**config.mk**
```make
export PLATFORM = sky130hd
export DESIGN_NAME = tile_row_narrow
export DESIGN_NICKNAME = d
export VERILOG_FILES = /design/src/rtl/tile_row_narrow_pkg.sv /design/src/rtl/trn_bf16_round.sv /design/src/rtl/trn_half_round.sv /design/src/rtl/trn_lane.sv /design/src/rtl/tile_row_narrow.sv
export SDC_FILE = /design/constraint.sdc
export NUM_CORES = 2
export LEC_CHECK = 0
export ABC_AREA = 0
export CAP_MARGIN = 20
export CORE_AREA = 2 2 617 619
export DETAILED_ROUTE_END_ITERATION = 7
export DIE_AREA = 0 0 619 621
export DONT_BUFFER_PORTS = 1
export PLACE_DENSITY = 0.41
export SLEW_MARGIN = 20
export SYNTH_ARGS = -nofsm -noshare
export SYNTH_HDL_FRONTEND = slang
export SYNTH_HIERARCHICAL = 1
export SYNTH_SLANG_ARGS = --single-unit
```
**constraint.sdc**
```tcl
create_clock -name clk -period 7 [get_ports clk]
set_input_delay 0 -clock clk [delete_from_list [all_inputs] [get_ports clk]]
set_output_delay 0 -clock clk [all_outputs]
set_load 0.005 [all_outputs]
```
**src/rtl/tile_row_narrow_pkg.sv**
```systemverilog
package tile_row_narrow_pkg;
  typedef enum logic [1:0] {
    NM_BF16_HI = 2'b00,
    NM_BF16_LO = 2'b01,
    NM_HALF_HI = 2'b10,
    NM_HALF_LO = 2'b11
  } narrow_mode_e;
endpackage

```
**src/rtl/trn_bf16_round.sv**
```systemverilog
module trn_bf16_round (
  input  logic [31:0] x,
  output logic [15:0] y
);
  logic is_nan;
  logic bump;

  always_comb begin
    is_nan = (x[30:23] == 8'hFF) && (x[22:0] != 23'd0);
    bump   = x[15] & ((|x[14:0]) | x[16]);
    if (is_nan) y = x[31:16] | 16'h0040;
    else        y = x[31:16] + {15'd0, bump};
  end
endmodule

```
**src/rtl/trn_half_round.sv**
```systemverilog
module trn_half_round (
  input  logic [31:0] x,
  output logic [15:0] y
);
  logic        sgn;
  logic [7:0]  ex;
  logic [22:0] mt;
  logic [23:0] sig;
  logic [7:0]  sh;
  logic [48:0] ext;
  logic [4:0]  eh;
  logic        up;
  logic [14:0] mag;

  always_comb begin
    sgn = x[31];
    ex  = x[30:23];
    mt  = x[22:0];
    sig = {1'b1, mt};
    sh  = 8'd126 - ex;
    ext = {sig, 25'd0} >> sh;
    eh  = ex[4:0] - 5'd16;
    up  = 1'b0;
    mag = 15'd0;
    if (ex == 8'hFF) begin
      mag = (mt != 23'd0) ? {5'h1F, 1'b1, mt[22:14]} : 15'h7C00;
    end else if (ex >= 8'd143) begin
      mag = 15'h7C00;
    end else if (ex >= 8'd113) begin
      up  = mt[12] & ((|mt[11:0]) | mt[13]);
      mag = {eh, mt[22:13]} + {14'd0, up};
    end else if (ex >= 8'd102) begin
      up  = ext[24] & ((|ext[23:0]) | ext[25]);
      mag = 15'(ext[48:25]) + {14'd0, up};
    end
    y = {sgn, mag};
  end
endmodule

```
**src/rtl/trn_lane.sv**
```systemverilog
module trn_lane
  import tile_row_narrow_pkg::*;
(
  input  logic [31:0]  src,
  input  narrow_mode_e mode,
  input  logic         live,
  output logic [31:0]  dw
);
  logic [15:0] bf_v;
  logic [15:0] hp_v;
  logic [15:0] pick;

  trn_bf16_round i_bf (.x(src), .y(bf_v));
  trn_half_round i_hp (.x(src), .y(hp_v));

  always_comb begin
    pick = mode[1] ? hp_v : bf_v;
    if (!live)        dw = 32'd0;
    else if (mode[0]) dw = {16'd0, pick};
    else              dw = {pick, 16'd0};
  end
endmodule

```
**src/rtl/tile_row_narrow.sv**
```systemverilog
module tile_row_narrow
  import tile_row_narrow_pkg::*;
#(
  parameter int ROW_BYTES   = 128,
  parameter int SLICE_BYTES = 64,
  parameter int CFG_W       = 16
) (
  input  logic                     clk,
  input  logic                     rst,
  input  logic                     req_valid,
  input  logic [31:0]              req_sel,
  input  logic [1:0]               req_mode,
  input  logic [CFG_W-1:0]         cfg_colsb,
  output logic                     rd_en,
  output logic [15:0]              rd_row,
  input  logic [ROW_BYTES*8-1:0]   rd_data,
  output logic                     out_valid,
  output logic [SLICE_BYTES*8-1:0] out_data
);
  localparam int ROW_DW  = ROW_BYTES / 4;
  localparam int LANES   = SLICE_BYTES / 4;
  localparam int SLICE_W = SLICE_BYTES * 8;
  localparam int DW_AW   = $clog2(ROW_DW);
  localparam int GI_W    = 16 + $clog2(LANES) + 3;

  logic               s1_valid;
  narrow_mode_e       s1_mode;
  logic [15:0]        s1_chunk;
  logic [CFG_W-1:0]   s1_colsb;
  logic [31:0]        row_dw [ROW_DW];
  logic [SLICE_W-1:0] lane_bus;

  assign rd_en  = req_valid;
  assign rd_row = req_sel[15:0];

  always_ff @(posedge clk) begin
    if (rst) begin
      s1_valid <= 1'b0;
      s1_mode  <= NM_BF16_HI;
      s1_chunk <= 16'd0;
      s1_colsb <= '0;
    end else begin
      s1_valid <= req_valid;
      if (req_valid) begin
        s1_mode  <= narrow_mode_e'(req_mode);
        s1_chunk <= req_sel[31:16];
        s1_colsb <= cfg_colsb;
      end
    end
  end

  for (genvar k = 0; k < ROW_DW; k++) begin : g_split
    assign row_dw[k] = rd_data[k*32 +: 32];
  end

  for (genvar i = 0; i < LANES; i++) begin : g_lane
    logic [GI_W-1:0] gidx;
    logic            in_row;
    logic            live;
    logic [31:0]     src;
    always_comb begin
      gidx   = GI_W'(s1_chunk) * GI_W'(LANES) + GI_W'(i);
      in_row = gidx < GI_W'(ROW_DW);
      live   = in_row && (({gidx, 2'b00} + (GI_W+2)'(4)) <= (GI_W+2)'(s1_colsb));
      src    = in_row ? row_dw[gidx[DW_AW-1:0]] : 32'd0;
    end
    trn_lane i_lane (
      .src  (src),
      .mode (s1_mode),
      .live (live),
      .dw   (lane_bus[i*32 +: 32])
    );
  end

  always_ff @(posedge clk) begin
    if (rst) begin
      out_valid <= 1'b0;
      out_data  <= '0;
    end else begin
      out_valid <= s1_valid;
      out_data  <= s1_valid ? lane_bus : '0;
    end
  end
endmodule

```
# Word level (Yosys, flattened, before mapping)
# Index checks and enable logic that the tools add are counted.
[classes]
bitwise_logic = 130
mux = 176
n_addsub = 111
shifts = 16
n_eq_ne = 16
order_cmp = 96
reduce_logical = 128
[ops]
columns = ["cell", "n"]
rows = [
  ["32-bit binary-select mux with 5-bit select", 16],
  ["32-bit two-way mux", 48],
  ["15-bit two-way mux", 64],
  ["49-bit by 8-bit right shift with 40-bit output", 16],
  ["16-bit two-way mux", 32],
  ["15-bit by 1-bit adder with 15-bit output", 32],
  ["24-bit OR reduction", 16],
  ["23-bit nonzero test", 16],
  ["23-bit by 3-bit adder with 24-bit output (second input constant)", 15],
  ["24-bit by 16-bit less-or-equal comparator with 1-bit output", 15],
  ["21-bit by 6-bit less-than comparator with 1-bit output (second input constant)", 15],
  ["16-bit by 1-bit adder with 16-bit output", 16],
  ["8-bit by 7-bit >= comparator with 1-bit output (second input constant)", 32],
  ["15-bit OR reduction", 16],
  ["12-bit OR reduction", 16],
  ["20-bit by 4-bit adder with 21-bit output (second input constant)", 8],
  ["10-bit two-way mux", 16],
  ["8-bit == test (second input constant)", 16],
  ["8-bit >= comparator (second input constant)", 16],
  ["4-bit OR reduction", 32],
  ["7-bit by 8-bit subtractor with 8-bit output (first input constant)", 16],
  ["6-bit >= comparator (second input constant)", 16],
  ["5-bit NOT with 6-bit output", 16],
  ["20-bit by 3-bit adder with 21-bit output (second input constant)", 4],
  ["other kinds (10)", 168],
]
[totals]
wordCells = 710
regBits = 548
in_bits = 1077
output_inout_bits = 530

# Longest topological paths before layout
[logic_depth]
ltp_word = 17
mapped_depth = 29
mapped_depth_nobuf = 21

# Cells and area by module
# Netlist, hierarchy kept.
[by_module_without_submodules]
columns = ["mod", "cells_each", "n_inst", "area_per_inst_um2", "seq_area_each_um2"]
rows = [
  ["trn_half_round (g_lane[0].i_lane.i_hp ...)", 401, 14, 3235.6, 0.0],
  ["tile_row_narrow", 2516, 1, 23636.4, 10970.5],
  ["trn_bf16_round", 64, 16, 416.6, 0.0],
  ["trn_lane", 55, 16, 342.8, 0.0],
  ["trn_half_round (g_lane[12].i_lane.i_hp)", 439, 1, 3243.1, 0.0],
  ["trn_half_round (g_lane[9].i_lane.i_hp)", 385, 1, 2979.1, 0.0],
]

# Worst setup path after synthesis
# OpenSTA, ideal clock, no wires.
[synth_timing]
path_type = "register to register"
startpoint = "register s1_chunk[10]"
endpoint = "register out_data[298]"
n_path_buf = 8
path_stages_with_launch = 29
arrival_time_ns = 6.075
required_ns = 6.885
slack_ns = 0.810
period_less_slack_ns = 6.190
cell_sequence = "dfxtp_1 -> or3_4 -> nor4_4 -> nand4_2 -> buf_4 -> clkbuf_1 -> clkbuf_1 -> nor2_1 -> buf_6 -> buf_6 -> buf_4 -> inv_1 -> ha_1 -> buf_2 -> buf_2 -> mux2i_1 -> mux4_2 -> nor3b_1 -> o22a_1 -> and2_1 -> ha_1 -> nor3b_1 -> nand4_2 -> nor4_1 -> xor2_1 -> o221ai_1 -> mux2i_1 -> nor2_1 -> and2_1"
[synth_between]
elab_chain_cells = 14
elab_cells_between_ends = 35
classes_between = "add/sub: 7; order compare: 5; eq/ne: 1; shift: 1; mux: 7; bitwise: 7; reduce/logical: 7"
[synth_lines]
columns = ["item", "line", "rtl"]
rows = [
  ["start, declared", "tile_row_narrow.sv:28", "logic [15:0] s1_chunk;"],
  ["start signal, assigned", "tile_row_narrow.sv:46", "s1_chunk <= req_sel[31:16];"],
  ["20-bit by 4-bit adder with 21-bit output (*)", "tile_row_narrow.sv:62", "gidx = GI_W'(s1_chunk) * GI_W'(LANES) + GI_W'(i);"],
  ["21-bit by 6-bit less-than comparator with 1-bit output (*)", "tile_row_narrow.sv:63", "in_row = gidx < GI_W'(ROW_DW);"],
  ["32-bit two-way mux (*)", "tile_row_narrow.sv:65", "src = in_row ? row_dw[gidx[DW_AW-1:0]] : 32'd0;"],
  ["named net g_lane[9].src[23]", "tile_row_narrow.sv:60", "logic [31:0] src;"],
  ["7-bit by 8-bit subtractor with 8-bit output", "trn_half_round.sv:20", "sh = 8'd126 - ex;"],
  ["49-bit by 8-bit right shift with 40-bit output", "trn_half_round.sv:21", "ext = {sig, 25'd0} >> sh;"],
  ["24-bit OR reduction", "trn_half_round.sv:33", "up = ext[24] & ((|ext[23:0]) | ext[25]);"],
  ["1-bit OR", "trn_half_round.sv:33", ""],
  ["1-bit AND", "trn_half_round.sv:33", ""],
  ["15-bit by 1-bit adder with 15-bit output", "trn_half_round.sv:34", "mag = 15'(ext[48:25]) + {14'd0, up};"],
  ["15-bit two-way mux", "trn_half_round.sv:32", "end else if (ex >= 8'd102) begin"],
  ["15-bit two-way mux", "trn_half_round.sv:29", "end else if (ex >= 8'd113) begin"],
  ["15-bit two-way mux", "trn_half_round.sv:27", "end else if (ex >= 8'd143) begin"],
  ["15-bit two-way mux (*)", "trn_half_round.sv:25", "if (ex == 8'hFF) begin"],
  ["named net g_lane[9].i_lane.hp_v[10]", "trn_lane.sv:10", "logic [15:0] hp_v;"],
  ["16-bit two-way mux (*)", "trn_lane.sv:17", "pick = mode[1] ? hp_v : bf_v;"],
  ["end signal, assigned", "tile_row_narrow.sv:81", "out_data <= s1_valid ? lane_bus : '0;"],
  ["end, declared", "tile_row_narrow.sv:18", "output logic [SLICE_BYTES*8-1:0] out_data"],
]
# The timed path passes the listed nets; every way through them passes the cells marked *.
# A chain may end at the register's enable or synchronous reset.

# Final worst setup path
[layout_timing]
startpoint = "register s1_chunk[10]"
endpoint = "register out_data[339]"
[layout_between]
elab_chain_cells = 14
elab_cells_between_ends = 35
classes_between = "add/sub: 6; order compare: 5; eq/ne: 1; shift: 1; mux: 8; bitwise: 7; reduce/logical: 7"
[layout_lines]
columns = ["item", "line"]
rows = [
  ["20-bit by 4-bit adder with 21-bit output (*)", "tile_row_narrow.sv:62"],
  ["21-bit by 6-bit less-than comparator with 1-bit output (*)", "tile_row_narrow.sv:63"],
  ["32-bit two-way mux (*)", "tile_row_narrow.sv:65"],
  ["named net g_lane[10].src[24]", "tile_row_narrow.sv:60"],
  ["7-bit by 8-bit subtractor with 8-bit output", "trn_half_round.sv:20"],
  ["49-bit by 8-bit right shift with 40-bit output", "trn_half_round.sv:21"],
  ["24-bit OR reduction", "trn_half_round.sv:33"],
  ["1-bit OR", "trn_half_round.sv:33"],
  ["1-bit AND", "trn_half_round.sv:33"],
  ["15-bit by 1-bit adder with 15-bit output", "trn_half_round.sv:34"],
  ["15-bit two-way mux", "trn_half_round.sv:32"],
  ["15-bit two-way mux", "trn_half_round.sv:29"],
  ["15-bit two-way mux", "trn_half_round.sv:27"],
  ["15-bit two-way mux (*)", "trn_half_round.sv:25"],
  ["named net g_lane[10].i_lane.hp_v[3]", "trn_lane.sv:10"],
  ["16-bit two-way mux (*)", "trn_lane.sv:17"],
]
# Marked as above.

==> impl_metrics.yaml <==
logic_synthesis:
  synthArstFlopShare_pct: 0
  synth_seq_area_share_pct: 12.6
  yosysMostFrequentCell: "nor2_1"
  synth.cell_area_mm2: 0.0873
  yosys-top-cells-count: "nor2_1, mux2i_1, nand2_1"
  avgSynthCellArea_um2: 8.04
  synth_nets: 12068
  synth_area_leaders: "mux2i_1, dfxtp_1, nor2_1"
  synth.distinct_cells: 131
  postSynthCellCount: 10858
  synthDominantCellAreaShare_pct: 15.5
  synth_edf_count: 0
  ys_ff_latch: 548
  synth-warning-count: 6
  synth_top_cell_by_area: "mux2i_1"
  synthFlopType: "dfxtp_1"
timing:
  setup_viol: 0
  finClkSkew_ns: 0.0794
  fmax_ghz: 0.152
  fin_crit_sh_pct: 94.1
  fin_tns_setup_ns: 0
  setup_ws_ns: 0.412
  period_needed_ns: 6.59
  rsz0062_at_grt: "no"
  maxSlewViolCount: 0
  tightest_slew_ns: 1.17
  hold_violations: 0
  slew_headroom_pct: 21.7
route:
  avgRoutedWirePerCell_um: 28.3
  drc: 0
  drtIter0Drc: 7459
  antenna_left: 0
  routed_wirelength_um: 450000
  vias: 84706
  vias_per_cell: 5.33
  drtPass1Iterations: 6
critical_path:
  cp_max_fo: 47
  endpoint_kind: "flip-flop"
  slowest_delay_ns: 0.75
  crit_chain: "or3_4 -> nor4_4 -> nand4_4 -> buf_12 -> buf_12 -> nor2_1 -> buf_4 -> ha_1 -> xor2_2 -> buf_4 -> mux2i_1 -> mux2_2 -> o21ai_0 -> o22ai_2 -> nand4bb_4 -> nor3_1 -> xnor2_1 -> o221ai_1 -> mux2i_1 -> dlygate4sd3_1 -> nor2_1 -> and2_1"
  cp.depth: 22
  worst_ep_required_time_ns: 7.69
  r2r_setup_slack_ns: 0.41
  crit_path_top_delay_cell: "xor2_2"
  setup.worst_path.start_class: "flip-flop"
  worst-path-buf-inv: 5
  r2r_cells: 22
  critPathKind: "reg -> reg"
  worst_ep_arrival_time_ns: 7.28
  critPathTopFamily: "simple AND/OR/NAND/NOR gates"
placed_design:
  gp_congestion: 1.17
  dpl.hpwl_um: 366000
  pre_cts_slack_ns: 0.548
  dpl_cell_area_mm2: 0.0917
  port_buffers: 0
  dp_cells: 15503
floorplan:
  die_area_mm2: 0.384
  initial_core_util_pct: 23.1
  die_x_um: 619
  rows: 226
  die_y_um: 621
  io_pins: 1607
  core-area_mm2: 0.378
global_route:
  overflow: 0
  grt_pass1_vias: 80360
  antenna_found_initial: 160
  grt_max_degree: 201
  grt_usage_pct: 22.2
  grt_pass1_wl_um: 629000
status:
  outcome: "finished, final reports clean"
cts:
  cts_buffer_depth: 4
  clock_sinks: 548
  htree_levels: 3
  path_clk_slew_ns: 0.06
  cts_buffers: 80
  cts_tree: "yes"
  clkLatencyLatePin_ns: 0.84
  clock-root-buffer: "clkbuf_16"
final_layout:
  fin_area_mm2: 0.0963
  fin_cells: 15905
  nFillCells: 41893
  drive_above_1_share_pct: 15.7
  area_growth_syn_to_layout_pct: 10.2
  nets: 11943
min_path:
  whs_path_depth: 0
  worstHoldPathType: "in -> out"
power_and_ir_drop:
  p_per_area_mw_per_mm2: 117
  pwr-share-clk_pct: 37.3
  ir_drop_mv: 0.217
  p_switching_mw: 4.29
  power_leakage_nw: 32.3
  intPower_mw: 6.97
  swShare_pct: 38.1
  seq_power_share_pct: 28.1
  combPwrFrac_pct: 34.7
flow_run:
  maxCapViolations: 0
-- kinds of logic after synthesis --
family | share of synthesized area (%)
mux | 24.1
xor+xnor | 7.32
buf+inv | 8.16
compound gates | 14.7
fa+ha+maj | 1.91
flops | 12.6
simple gates | 31.3
-- stage by stage --
step | power (mW) | util [%] | hold slack, ns
finish | 11.3 | 25.5 | 0.00000199
global route | 11.8 | 25.5 | 0.00000831
CTS | 11.4 | 25.4 | 0.0000346
detailed placement | 6.98 | 24.3 | 0.0000346
global placement | 7.00 | 24.3 | 0.0000346
floorplan | 5.92 | - | 0.0808
-- power groups by stage --
stage                     logic [mW]  clock network, mW  registers, mW
after global placement          3.77                  0           3.23
after global routing            4.17               4.44           3.16
after CTS                       3.87               4.33           3.16
after detailed placement        3.75                  0           3.23
final                           3.90               4.20           3.16
after floorplan                 2.71                  0           3.21
-- layout make-up --
type,count,area [um2],share of cell area (%)
clock inverter,39,439,0.456
antenna,99,248,0.257
tap,5016,6280,6.52
inverter,274,1100,1.14
multi-input combinational,9179,69500,72.2
sequential,548,11000,11.4
clock buffer,100,2180,2.26
timing repair buffer,650,5560,5.78
-- metal layers --
layer / track usage [%] / vias up / wire length, um
met5: 0 / - / 509
met4: 8.07 / 76 / 16900
met3: 4.96 / 579 / 29800
met2: 36.7 / 3041 / 212000
met1: 28.1 / 41698 / 191000
li1: - / 39312 / -
-- placed cells by master (no fill, tap or decap), drive strengths merged, types with 47 or more instances in the layout --
| cell type | count |
|---|---|
| nor2 | 1653 |
| mux2i | 1350 |
| nand2 | 951 |
| and2 | 645 |
| dfxtp | 548 |
| buf | 488 |
| nor3 | 406 |
| o21ai | 365 |
| xnor2 | 361 |
| nand3 | 320 |
| inv | 284 |
| xor2 | 278 |
| nor4 | 268 |
| mux4 | 251 |
| nand4 | 225 |
| a21oi | 195 |
| dlygate4sd3 | 161 |
| o221ai | 156 |
| mux2 | 147 |
| ha | 133 |
| a31oi | 106 |
| clkbuf | 101 |
| diode | 99 |
| and3 | 99 |
| o22ai | 98 |
| nand2b | 96 |
| nor2b | 81 |
| a211o | 65 |
| a21boi | 59 |
| or3 | 56 |
| and4 | 49 |
| a32oi | 47 |
-- flip-flops by register name (all words and copies together) (netlist names) --
signal,count
out_valid,1
s1_colsb,16
s1_valid,1
s1_mode,2
s1_chunk,16
out_data,512
-- path summary, 6_finish.rpt --
check,from,end
max,s1_chunk[10],out_data[339]
max reg2reg,s1_chunk[10],out_data[339]
min,req_sel[3],rd_row[3]
min reg2reg,s1_valid,out_data[287]
-- what timing repair did --
action / CTS / global route
endpoints found under the setup margin: 0 / 4
hold buffers: 163 / 0
gates resized for setup: 0 / 1
buffers inserted: 0 / 0
hold endpoints to repair: 208 / 0
Power figures use the tool's default switching activity.
